**src/rtl/tcam_pkg.sv**
```systemverilog
package tcam_pkg;
  localparam int unsigned MAXW = 64;
  typedef logic [MAXW-1:0] wide_t;

  typedef enum logic [1:0] {ST_IDLE, ST_LOOK, ST_EMIT} st_e;

  // Ternary compare: only bits with care=1 must be equal.
  function automatic logic tern_hit(input wide_t key, input wide_t val, input wide_t care);
    return ((key ^ val) & care) == '0;
  endfunction

  // Index of the least significant set bit (0 if none).
  function automatic int lowest_idx(input wide_t v);
    int idx;
    idx = 0;
    for (int i = MAXW - 1; i >= 0; i--) begin
      if (v[i]) idx = i;
    end
    return idx;
  endfunction

  // Vector with its least significant set bit removed.
  function automatic wide_t drop_lowest(input wide_t v);
    return v & (v - wide_t'(1));
  endfunction

  // True when at most one bit is set.
  function automatic logic single_left(input wide_t v);
    return (v & (v - wide_t'(1))) == '0;
  endfunction
endpackage

```
**src/rtl/tcam_store.sv**
```systemverilog
module tcam_store
  import tcam_pkg::*;
#(
  parameter int DEPTH = 8,
  parameter int WIDTH = 8,
  parameter int AW    = 3
) (
  input  logic             clk,
  input  logic             rst_n,
  input  logic             clr_fire,
  input  logic             wr_fire,
  input  logic [AW-1:0]    wr_addr,
  input  logic [WIDTH-1:0] wr_data,
  input  logic [WIDTH-1:0] wr_care,
  input  logic [WIDTH-1:0] key,
  output logic [DEPTH-1:0] match
);
  logic [DEPTH-1:0] occ;

  for (genvar g = 0; g < DEPTH; g++) begin : g_slot
    logic [WIDTH-1:0] val_q;
    logic [WIDTH-1:0] care_q;
    logic             sel;

    assign sel = wr_fire && (wr_addr == AW'(g));

    always_ff @(posedge clk or negedge rst_n) begin
      if (!rst_n) begin
        occ[g] <= 1'b0;
      end else if (clr_fire) begin
        occ[g] <= 1'b0;
      end else if (sel) begin
        occ[g] <= 1'b1;
      end
    end

    always_ff @(posedge clk) begin
      if (sel && !clr_fire) begin
        val_q  <= wr_data;
        care_q <= wr_care;
      end
    end

    assign match[g] = occ[g] && tern_hit(wide_t'(key), wide_t'(val_q), wide_t'(care_q));
  end
endmodule

```
**src/rtl/tcam_sched.sv**
```systemverilog
module tcam_sched
  import tcam_pkg::*;
#(
  parameter int DEPTH = 8,
  parameter int WIDTH = 8,
  parameter int AW    = 3
) (
  input  logic             clk,
  input  logic             rst_n,
  input  logic             srch_fire,
  input  logic [WIDTH-1:0] srch_key,
  output logic [WIDTH-1:0] key_q,
  input  logic [DEPTH-1:0] match,
  output logic             ready,
  output logic             found,
  output logic             addr_valid,
  output logic [AW-1:0]    match_addr,
  output logic             last
);
  typedef logic [DEPTH-1:0] pend_t;

  st_e   state;
  pend_t pend;
  logic  hit_q;
  wide_t pend_w;

  assign pend_w = wide_t'(pend);

  always_ff @(posedge clk or negedge rst_n) begin
    if (!rst_n) begin
      state <= ST_IDLE;
      pend  <= '0;
      hit_q <= 1'b0;
      key_q <= '0;
    end else begin
      unique case (state)
        ST_IDLE: if (srch_fire) begin
          key_q <= srch_key;
          state <= ST_LOOK;
        end
        ST_LOOK: begin
          pend  <= match;
          hit_q <= |match;
          state <= ST_EMIT;
        end
        ST_EMIT: begin
          pend <= pend_t'(drop_lowest(pend_w));
          if (last) state <= ST_IDLE;
        end
        default: state <= ST_IDLE;
      endcase
    end
  end

  assign ready      = (state == ST_IDLE);
  assign found      = (state == ST_EMIT) && hit_q;
  assign addr_valid = (state == ST_EMIT) && (pend != '0);
  assign match_addr = AW'(lowest_idx(pend_w));
  assign last       = (state == ST_EMIT) && (!hit_q || single_left(pend_w));
endmodule

```
**src/rtl/tcam_enc.sv**
```systemverilog
module tcam_enc
  import tcam_pkg::*;
#(
  parameter int DEPTH = 8,
  parameter int WIDTH = 8,
  localparam int AW   = (DEPTH > 1) ? $clog2(DEPTH) : 1
) (
  input  logic             clk,
  input  logic             rst_n,
  input  logic             clr,
  input  logic             wr_en,
  input  logic [AW-1:0]    wr_addr,
  input  logic [WIDTH-1:0] wr_data,
  input  logic [WIDTH-1:0] wr_care,
  input  logic             srch_valid,
  input  logic [WIDTH-1:0] srch_key,
  output logic             ready,
  output logic             found,
  output logic             addr_valid,
  output logic [AW-1:0]    match_addr,
  output logic             last
);
  // Named internal events, used by the bound checker.
  logic             clr_fire;
  logic             wr_fire;
  logic             srch_fire;
  logic [WIDTH-1:0] key_q;
  logic [DEPTH-1:0] match;

  assign clr_fire  = clr && ready;
  assign wr_fire   = wr_en && ready;
  assign srch_fire = srch_valid && ready;

  tcam_store #(.DEPTH(DEPTH), .WIDTH(WIDTH), .AW(AW)) u_store (
    .clk(clk), .rst_n(rst_n), .clr_fire(clr_fire), .wr_fire(wr_fire),
    .wr_addr(wr_addr), .wr_data(wr_data), .wr_care(wr_care),
    .key(key_q), .match(match)
  );

  tcam_sched #(.DEPTH(DEPTH), .WIDTH(WIDTH), .AW(AW)) u_sched (
    .clk(clk), .rst_n(rst_n), .srch_fire(srch_fire), .srch_key(srch_key),
    .key_q(key_q), .match(match), .ready(ready), .found(found),
    .addr_valid(addr_valid), .match_addr(match_addr), .last(last)
  );
endmodule

```
**config.mk**
```make
export PLATFORM = sky130hd
export DESIGN_NAME = tcam_enc
export DESIGN_NICKNAME = d
export VERILOG_FILES = /design/src/rtl/tcam_pkg.sv /design/src/rtl/tcam_store.sv /design/src/rtl/tcam_sched.sv /design/src/rtl/tcam_enc.sv
export SDC_FILE = /design/constraint.sdc
export NUM_CORES = 1
export LEC_CHECK = 0
export BUFFER_PORTS_ARGS = -buffer_cell sky130_fd_sc_hd__buf_2
export CORE_ASPECT_RATIO = 0.75
export CORE_UTILIZATION = 40
export CTS_CLUSTER_DIAMETER = 60
export DETAILED_ROUTE_END_ITERATION = 12
export PLACE_DENSITY = 0.65
export SLEW_MARGIN = 20
export SYNTH_ARGS = -nofsm -noshare
export SYNTH_HDL_FRONTEND = slang
export SYNTH_HIERARCHICAL = 1
export SYNTH_SLANG_ARGS = --single-unit
```
**constraint.sdc**
```tcl
create_clock -name clk -period 3.63 [get_ports clk]
set_input_delay 0.363 -clock clk [delete_from_list [all_inputs] [get_ports clk]]
set_output_delay 0.363 -clock clk [all_outputs]
set_load 0.05 [all_outputs]
```
==> impl_metrics.yaml, run 1 <==
place:
  post-dp-hpwl_um: 8752
  post-place-cells: 624
  io_buffers: 38
  gp_congestion: 0.8490
timing:
  tightest_slew_ps: 691.1
  period_minus_slack_ps: 2771
  slew_headroom_pct: 53.75
  rsz0062_at_grt: "false"
  slew_violations: 0
  tns_ps: 0
  clock_skew_ps: 9.650
  min_period_over_period_pct: 76.35
  worst_hold_slack_ps: -19.10
  final-hold-violation-count: 26
  fmax_ghz: 0.3608
  setup_viol: 0
global_route:
  grt_use_met2_pct: 26.10
  use_met3_pct: 4.321
  grt-ovfl-total: 0
  grt_pass1_vias: 3360
  grt_max_degree: 28
  grt_pass1_wl_um: 20270
  grt_busiest_layer: "met2"
  antenna_found_initial: 1
  use_met1_pct: 25.15
  grt_usage_pct: 17.48
setup_path:
  cp_data_arrival_time_ps: 2410
  path_cells: "maj3_1, o21ai_0, o21ai_0, a21boi_1, buf_2"
  criticalPathCategory: "register to output port"
  cp_top_family: "compound AO/OA/AOI/OAI gates"
  crit_top_cell: "o21ai_0"
  r2r_cells: 7
  crit_slowest_cell: "dfrtp_1"
  cp_max_fo: 11
  cp.required_ps: 3270
  reg2reg_slack_ps: 1030
  crit_start: "u_sched/pend[4]$_DFFE_PN0P_"
  cpPeakStageDelay_ps: 510
  timing.rr.end: "u_store/g_slot[0].care_q[5]$_DFFE_PP_"
  r2r-start: "u_sched/state[1]$_DFFE_PN0P_"
  critPathBufInv: 1
  worstSetupStartpointType: "register"
  cp-end-kind: "output port"
final_layout:
  fillerInstances: 1302
  fin_nets: 474
  layout-drive-gt1-share_pct: 22.62
  layoutNonFillerInstCount: 656
  syn_to_final_growth_pct: 17.00
  antenna_cells: 0
logic_synthesis:
  synth_top_family_by_area: "compound AO/OA/AOI/OAI gates"
  synth-simple-area-share_pct: 5.569
  synth_edf_count: 128
  async_reset_ff_share_pct: 17.42
  synth_top_cell_by_area: "edfxtp_1"
  synth_top_area_share_pct: 60.88
  seq_area_frac_synth_pct: 71.58
  yosys.cell_count.top_type: "edfxtp_1"
  syn_area_per_cell_um2: 16.19
  ys_ff_latch: 155
  synth_ff_type: "edfxtp_1"
  syn_area_mm2: 0.006314
  yosysWarnings: 6
  muxShareOfSynthArea_pct: 1.665
  synthCells: 390
  yosysUniqueCellTypes: 47
  yosys.area_share.adder_pct: 0.9512
  synth_area_leaders: "edfxtp_1 (61%), dfrtp_1 (11%), xor2_1 (8.9%)"
  synth_xor_area_share_pct: 8.878
  synthesis.nets: 426
  synth_compound_area_share_pct: 9.334
  synth_common_cells: "edfxtp_1 (128), xor2_1 (64), dfrtp_1 (27), nor2_1 (19), nand2_1 (18)"
drt:
  antenna_left: 0
  dr.pass1.iters: 5
  via_count: 3457
  vias_per_cell: 5.270
  drt-total-wl_um: 13440
  drc_errors: 0
  drt_iter0_markers: 342
  wl_per_cell_um: 20.48
power:
  leakagePower_nw: 2.760
  swShare_pct: 29.41
  power_mw: 5.243
  max-vdd-ir-drop_mv: 0.3425
  cellPowerDensity_mw_per_mm2: 709.8
  power_frac_clock_pct: 35.7
  p_comb_share_pct: 19.7
  p_int_mw: 3.701
  seqPwrFrac_pct: 44.6
  switching_power_mw: 1.542
floorplan:
  die_area_mm2: 0.01630
  core_area_mm2: 0.01532
  initial_core_util_pct: 41.21
  rows: 39
  die_x_um: 147.1
  pin_count: 39
  die_h_um: 110.8
flow_run:
  drv_cap: 0
clock_tree:
  hold_buffers: 0
  tritoncts: "built"
  htreeDepth: 4
  cts.clk_slew.worst_paths_ps: 60
  cts_buffer_depth: 2
  cts-buffers-inserted: 17
  postCtsSetupRepairBufs: 0
  cts.repair.resized: 0
  cts-root-buf: "clkbuf_16"
  cts_sinks: 155
  insertion_delay_ps: 420
outcome:
  status: "complete, but fails checks"
  violations: "negative hold slack"
min_path:
  hold_class: "input port to asynchronous set/reset pin"
## layout make-up
cell class	instances	area (um^2)	area share [%]
Sequential cell	155	4519	61.18
Multi-Input combinational cell	210	1677	22.70
Clock buffer	26	585.6	7.927
Timing Repair Buffer	48	265.3	3.591
Tap cell	205	256.5	3.472
Clock inverter	6	61.31	0.8299
Inverter	6	22.52	0.3049
## stage by stage
stage,utilization [%],hold WS [ps],setup slack (ps),instance area (um^2)
final,48.21,-19.10,858.7,7387
after global routing,48.21,18.10,673.0,7387
after CTS,48.21,4.412,856.3,7387
after detailed placement,43.99,448.8,1107,6740
after global placement,43.99,430.4,1184,6740
after floorplan,-,67.41,359.8,6314
## cell families after synthesis
| family | count (synthesis) |
|---|---|
| XOR/XNOR | 64 |
| flip-flops | 155 |
| AO/OA/AOI/OAI | 65 |
| AND/OR/NAND/NOR | 67 |
| buffers and inverters | 25 |
| multiplexers | 9 |
| adder cells (fa/ha/maj) | 5 |
## worst register-to-register path, cell delays in order, from the launching register on
cell and delay (ps):
dfrtp_1 390, inv_1 110, ha_1 260, and2_1 280, nor2b_1 350, nand2b_1 170, nor3_2 440, buf_4 300
## placed cells by master, fill, tap and decap left out, types with 10 or more instances in the layout
cell / n
edfxtp_1: 128
nor2_1: 19
buf_2: 38
xor2_1: 64
a22o_1: 13
buf_4: 10
nand2_1: 18
dfrtp_1: 27
clkbuf_16: 22
## per-layer routing
layer / vias up / part of all wire (%)
met4: 0 / 0.81
met5: - / 0
met2: 108 / 46
li1: 1578 / -
met1: 1758 / 48
met3: 13 / 5.4
## power groups by stage
stage               registers [mW]  logic (mW)  clock network, mW
floorplan                     2.15       0.968                  0
global placement              2.38        1.01                  0
detailed placement            2.38        1.03                  0
CTS                           2.34        1.04               1.90
global route                  2.36        1.13               1.98
finish                        2.34        1.03               1.87
## worst max path at each step
stage | end | slack [ps] | cells past startpoint
final | last | 860 | 5
after global routing | last | 670 | 5
after CTS | last | 860 | 5
after detailed placement | u_store/g_slot[0].val_q[4]$_DFFE_PP_ | 1110 | 7
after global placement | u_store/g_slot[0].val_q[4]$_DFFE_PP_ | 1180 | 7
after floorplan | u_store/g_slot[0].care_q[0]$_DFFE_PP_ | 360 | 6
## state kept, by name (all words and copies together), names as in the netlist
signal,cells
u_store/g_slot.care_q,64
u_store/g_slot.val_q,64
u_sched/key_q,8
u_sched/pend,8
u_store/occ,8
u_sched/state,2
u_sched/hit_q,1
Note: power is estimated with default switching activity, not from simulation.
==> run 2, diff against run 1 <==
--- a/config.mk
+++ b/config.mk
@@ -10,7 +10,7 @@
 export CORE_UTILIZATION = 40
 export CTS_CLUSTER_DIAMETER = 60
 export DETAILED_ROUTE_END_ITERATION = 12
-export PLACE_DENSITY = 0.65
+export PLACE_DENSITY = 0.68
 export SLEW_MARGIN = 20
 export SYNTH_ARGS = -nofsm -noshare
 export SYNTH_HDL_FRONTEND = slang
==> constraint.sdc (replaced) <==
create_clock -name clk -period 2.4 [get_ports clk]
set_input_delay 0.24 -clock clk [delete_from_list [all_inputs] [get_ports clk]]
set_output_delay 0.24 -clock clk [all_outputs]
set_load 0.05 [all_outputs]
==> run 2 against run 1 <==
Net effect:
- sequential share of layout area down 0.68 points
- flip-flop and latch count stayed put
- hold slack improved by 70 ps
- wire length is essentially flat
- the run ends with negative setup slack left
- first-iteration DRC count is 2.6% lower
- clock power increased by 29%
- global-route usage about the same
- register-to-register slack got worse by 890 ps
- design area increased by 1.2%
==> impl_metrics.yaml, run 2 (synthesis results as in run 1) <==
setup_path:
  criticalPathCategory: "register to output port"
  cp_data_arrival_time_ps: 2170
  path_depth: 4
  cpPeakStageDelay_ps: 600
  cp.required_ps: 2160
  cp_top_family: "simple AND/OR/NAND/NOR gates"
  crit_slowest_cell: "or4_4"
  r2r_cells: 6
  worstSetupStartpointType: "register"
  path_cells: "or4_4, or3_4, o31a_1, buf_6"
  cp-end-kind: "output port"
  critPathBufInv: 1
  cp_max_fo: 5
global_route:
  grt_usage_pct: 17.47
  grt-ovfl-total: 0
  grt_pass1_vias: 3542
  grt_max_degree: 28
  grt_pass1_wl_um: 20730
  antenna_found_initial: 1
timing:
  period_minus_slack_ps: 2413
  tightest_slew_ps: 643.7
  fin_ws_ps: -13.37
  slew_violations: 0
  slew_headroom_pct: 57.09
  min_period_over_period_pct: 100.6
  final-hold-violation-count: 0
  fmax_ghz: 0.4144
  setup_viol: 1
  clock_skew_ps: 9.439
  rsz0062_at_grt: "true"
floorplan:
  pin_count: 39
  die_h_um: 110.8
  rows: 39
  initial_core_util_pct: 41.21
  core_area_mm2: 0.01532
  die_x_um: 147.1
  die_area_mm2: 0.01630
final_layout:
  reg_top3: "u_store/g_slot.care_q x64, u_store/g_slot.val_q x64"
  antenna_cells: 0
  final_cell_mix: "edfxtp_1 (128), xor2_1 (64), buf_2 (36)"
  fin_nets: 486
  layout-drive-gt1-share_pct: 25.49
  utilization_pct: 48.77
  final_common_cell: "edfxtp_1"
  syn_to_final_growth_pct: 18.35
drt:
  dr.pass1.iters: 4
  drc_errors: 0
  antenna_left: 0
  wl_per_cell_um: 20.11
  vias_per_cell: 5.269
  drt-total-wl_um: 13440
  via_count: 3520
  drt_iter0_markers: 333
flow_run:
  drv_cap: 0
outcome:
  violations: "negative setup slack"
  status: "complete, but fails checks"
clock_tree:
  cts-buffers-inserted: 17
  insertion_delay_ps: 420
  cts_buffer_depth: 2
  cts_sinks: 155
  htreeDepth: 4
  tritoncts: "built"
  cts.clk_slew.worst_paths_ps: 60
  cts-root-buf: "clkbuf_16"
place:
  gp_congestion: 0.8632
  post-dp-hpwl_um: 8749
  io_buffers: 38
power:
  leakagePower_nw: 2.758
  cellPowerDensity_mw_per_mm2: 1028
  max-vdd-ir-drop_mv: 0.5324
  power_mw: 7.680
min_path:
  hold_class: "input port to register"
  min_path_cells: 2
run 2: cell types whose count changed in the layout (fill, tap and decap cells not counted), sizes merged:
cell,change
buf,+11
clkbuf,-7
clkinv,+5
clkinvlp,+4
inv,-2
dlygate4sd3,+1
run 2: where the power goes:
part           leakage (nW)  switching [mW]  total, mW  internal, mW
Clock                 0.249            1.01       2.42          1.41
Sequential             1.51           0.408       3.53          3.12
Combinational          1.00           0.940       1.73         0.794
run 2: path summary, 6_finish.rpt:
path,slack [ps],startpoint,endpoint
min reg2reg,520,u_store/occ[7]$_DFFE_PN0P_,u_store/occ[7]$_DFFE_PN0P_
min in group asynchronous,380,rst_n,u_sched/pend[1]$_DFFE_PN0P_
max reg2reg,140,u_sched/state[0]$_DFFE_PN0P_,u_store/g_slot[5].care_q[0]$_DFFE_PP_
max in group asynchronous,1560,rst_n,u_sched/pend[3]$_DFFE_PN0P_
min,50,srch_key[1],u_sched/key_q[1]$_DFFE_PN0P_
max,-10,u_sched/pend[0]$_DFFE_PN0P_,addr_valid
run 2: worst reg2reg max path: cells and delay by family, from the launching register on:
family	cells	cell delay, ps
simple gates	4	1170
flops	1	400
fa+ha+maj	1	180
buf+inv	1	150
run 2: layout make-up:
type / instances / area [um^2]
well taps: 205 / 256.5
repair buffers: 60 / 391.6
flip-flops and latches: 155 / 4521
clock inverters: 13 / 102.6
fillers: 1309 / 7850
multi-input cells: 210 / 1745
clock buffers: 19 / 432.9
inverters: 6 / 22.52
run 2: timing repair:
action,4_1_cts,5_1_grt
hold endpoints to repair,27,0
setup buffers,6,3
hold buffers,1,0
gates resized for setup,5,3
pin swaps,1,4
setup endpoints to repair,2,48
run 2: per-stage QoR:
stage               TNS [ps]  hold WS [ps]  cells  instance area (um^2)  setup slack (ps)
finish                -13.37         50.64    668                  7472            -13.37
global route          -112.6         45.28    668                  7472            -68.15
CTS                   -34.00         39.90    665                  7407            -18.67
detailed placement         0         304.9    626                  6802             153.3
global placement           0         281.3    626                  6802             249.7
floorplan                  0        -55.59    390                  6370             19.44
run 2: metal layers:
layer	up-vias	part of all wire (%)	global-route usage, %
met2	125	47	26.79
met3	9	6.5	4.938
met4	0	0.51	3.849
li1	1599	-	-
met5	-	0	0
met1	1787	46	24.69
==> run 3, diff against run 2 <==
--- a/config.mk
+++ b/config.mk
@@ -8,6 +8,7 @@
 export BUFFER_PORTS_ARGS = -buffer_cell sky130_fd_sc_hd__buf_2
 export CORE_ASPECT_RATIO = 0.75
 export CORE_UTILIZATION = 40
+export CTS_BUF_LIST = sky130_fd_sc_hd__clkbuf_16
 export CTS_CLUSTER_DIAMETER = 60
 export DETAILED_ROUTE_END_ITERATION = 12
 export PLACE_DENSITY = 0.68
==> run 3 against run 2 <==
Net effect:
- the flow still finishes with violations (negative setup slack)
- setup slack is essentially flat
- combinational power is essentially flat
- global-route usage did not move
- die area unchanged
- fmax is essentially flat
- hold slack barely moved
- sequential share of layout area is the same
==> impl_metrics.yaml, run 3 (synthesis results as in run 1) <==
timing:
  min_period_over_period_pct: 100.6
  fin_ws_ps: -13.35
  final-hold-violation-count: 0
  worst_hold_slack_ps: 50.47
  setup_viol: 1
  slew_violations: 0
  fmax_ghz: 0.4144
  rsz0062_at_grt: "true"
  tightest_slew_ps: 643.7
  slew_headroom_pct: 57.09
  tns_ps: -13.35
  clock_skew_ps: 9.439
  period_minus_slack_ps: 2413
final_layout:
  final_common_cell: "edfxtp_1"
  fin_nets: 486
  layoutNonFillerInstCount: 668
  reg_top3: "u_store/g_slot.care_q x64, u_store/g_slot.val_q x64"
  fin_area_mm2: 0.007472
  utilization_pct: 48.77
  fillerInstances: 1309
  antenna_cells: 0
  layout-drive-gt1-share_pct: 25.49
  syn_to_final_growth_pct: 18.35
  final_cell_mix: "edfxtp_1 (128), xor2_1 (64), buf_2 (36)"
setup_path:
  cp_data_arrival_time_ps: 2170
  crit_slowest_cell: "or4_4"
  cp-end-kind: "output port"
  criticalPathCategory: "register to output port"
  cp.required_ps: 2160
  cp_max_fo: 5
  path_cells: "or4_4, or3_4, o31a_1, buf_6"
  worstSetupStartpointType: "register"
  cpPeakStageDelay_ps: 600
global_route:
  grt_max_degree: 28
  grt_pass1_wl_um: 20730
  grt-ovfl-total: 0
  antenna_found_initial: 1
  grt_pass1_vias: 3542
  grt_usage_pct: 17.47
drt:
  via_count: 3523
  drt_iter0_markers: 334
  dr.pass1.iters: 4
  wl_per_cell_um: 20.12
  antenna_left: 0
  drc_errors: 0
  drt-total-wl_um: 13440
  vias_per_cell: 5.274
power:
  leakagePower_nw: 2.766
  p_int_mw: 5.316
  seqPwrFrac_pct: 46.0
  power_mw: 7.673
  switching_power_mw: 2.356
  p_comb_share_pct: 22.6
  power_frac_clock_pct: 31.4
  max-vdd-ir-drop_mv: 0.5324
  cellPowerDensity_mw_per_mm2: 1027
  swShare_pct: 30.71
outcome:
  violations: "negative setup slack"
  status: "complete, but fails checks"
clock_tree:
  insertion_delay_ps: 420
  cts-root-buf: "clkbuf_16"
  tritoncts: "built"
  cts_sinks: 155
  cts_buffer_depth: 2
  cts.clk_slew.worst_paths_ps: 60
  cts-buffers-inserted: 17
  htreeDepth: 4
place:
  post-dp-hpwl_um: 8749
  placed_cell_area_mm2: 0.006802
  post-place-cells: 626
  gp_congestion: 0.8632
  io_buffers: 38
  pre_cts_slack_ps: 153.3
floorplan:
  initial_core_util_pct: 41.21
  core_area_mm2: 0.01532
  pin_count: 39
  die_h_um: 110.8
  die_x_um: 147.1
  rows: 39
  die_area_mm2: 0.01630
flow_run:
  drv_cap: 0
min_path:
  hold_class: "input port to register"
## run 3: power by group through the flow
stage               Sequential, mW  Combinational (mW)  Clock [mW]
finish                        3.53                1.73        2.41
CTS                           3.54                1.71        2.45
floorplan                     3.25                1.50           0
detailed placement            3.60                1.65           0
global placement              3.58                1.62           0
global route                  3.56                1.89        2.56
## run 3: layout make-up
| type | count | area [um^2] | share of cell area [%] |
|---|---|---|---|
| multi-input cells | 210 | 1745 | 23.36 |
| inverters | 6 | 22.52 | 0.3014 |
| clock buffers | 17 | 425.4 | 5.693 |
| well taps | 205 | 256.5 | 3.433 |
| flip-flops and latches | 155 | 4521 | 60.50 |
| repair buffers | 60 | 391.6 | 5.241 |
| clock inverters | 15 | 110.1 | 1.474 |
## run 3: worst max-delay path, delay by kind of cell, from the launching register on
kind / cells / cell delay [ps]
buffers and inverters: 1 / 160
and+or+nand+nor: 2 / 950
DFF: 1 / 390
AOI/OAI and AO/OA: 1 / 260
## run 3: layer usage
layer / up-vias / track usage (%) / part of all wire [%]
met4: 0 / 3.849 / 0.51
met3: 9 / 4.938 / 6.5
met2: 123 / 26.79 / 47
met1: 1792 / 24.69 / 46
met5: - / 0 / 0
li1: 1599 / - / -
## run 3: path summary, 6_finish.rpt
check | slack, ps | cells after the start | to | startpoint
min in group asynchronous | 380 | 2 | u_sched/pend[1]$_DFFE_PN0P_ | rst_n
hold / removal | 50 | 2 | u_sched/key_q[1]$_DFFE_PN0P_ | srch_key[1]
setup / recovery | -10 | 4 | addr_valid | u_sched/pend[0]$_DFFE_PN0P_
max in group asynchronous | 1560 | 2 | u_sched/pend[3]$_DFFE_PN0P_ | rst_n
hold reg to reg | 520 | 2 | u_store/occ[7]$_DFFE_PN0P_ | u_store/occ[7]$_DFFE_PN0P_
setup reg to reg | 140 | 6 | u_store/g_slot[5].care_q[0]$_DFFE_PP_ | u_sched/state[0]$_DFFE_PN0P_
## run 3: repair_timing
item                                   4_1_cts  5_1_grt
endpoints found under the hold margin       27        0
setup endpoints to repair                    2       48
gates resized for setup                      5        3
setup buffers                                6        3
pin swaps                                    1        4
hold buffers                                 1        0
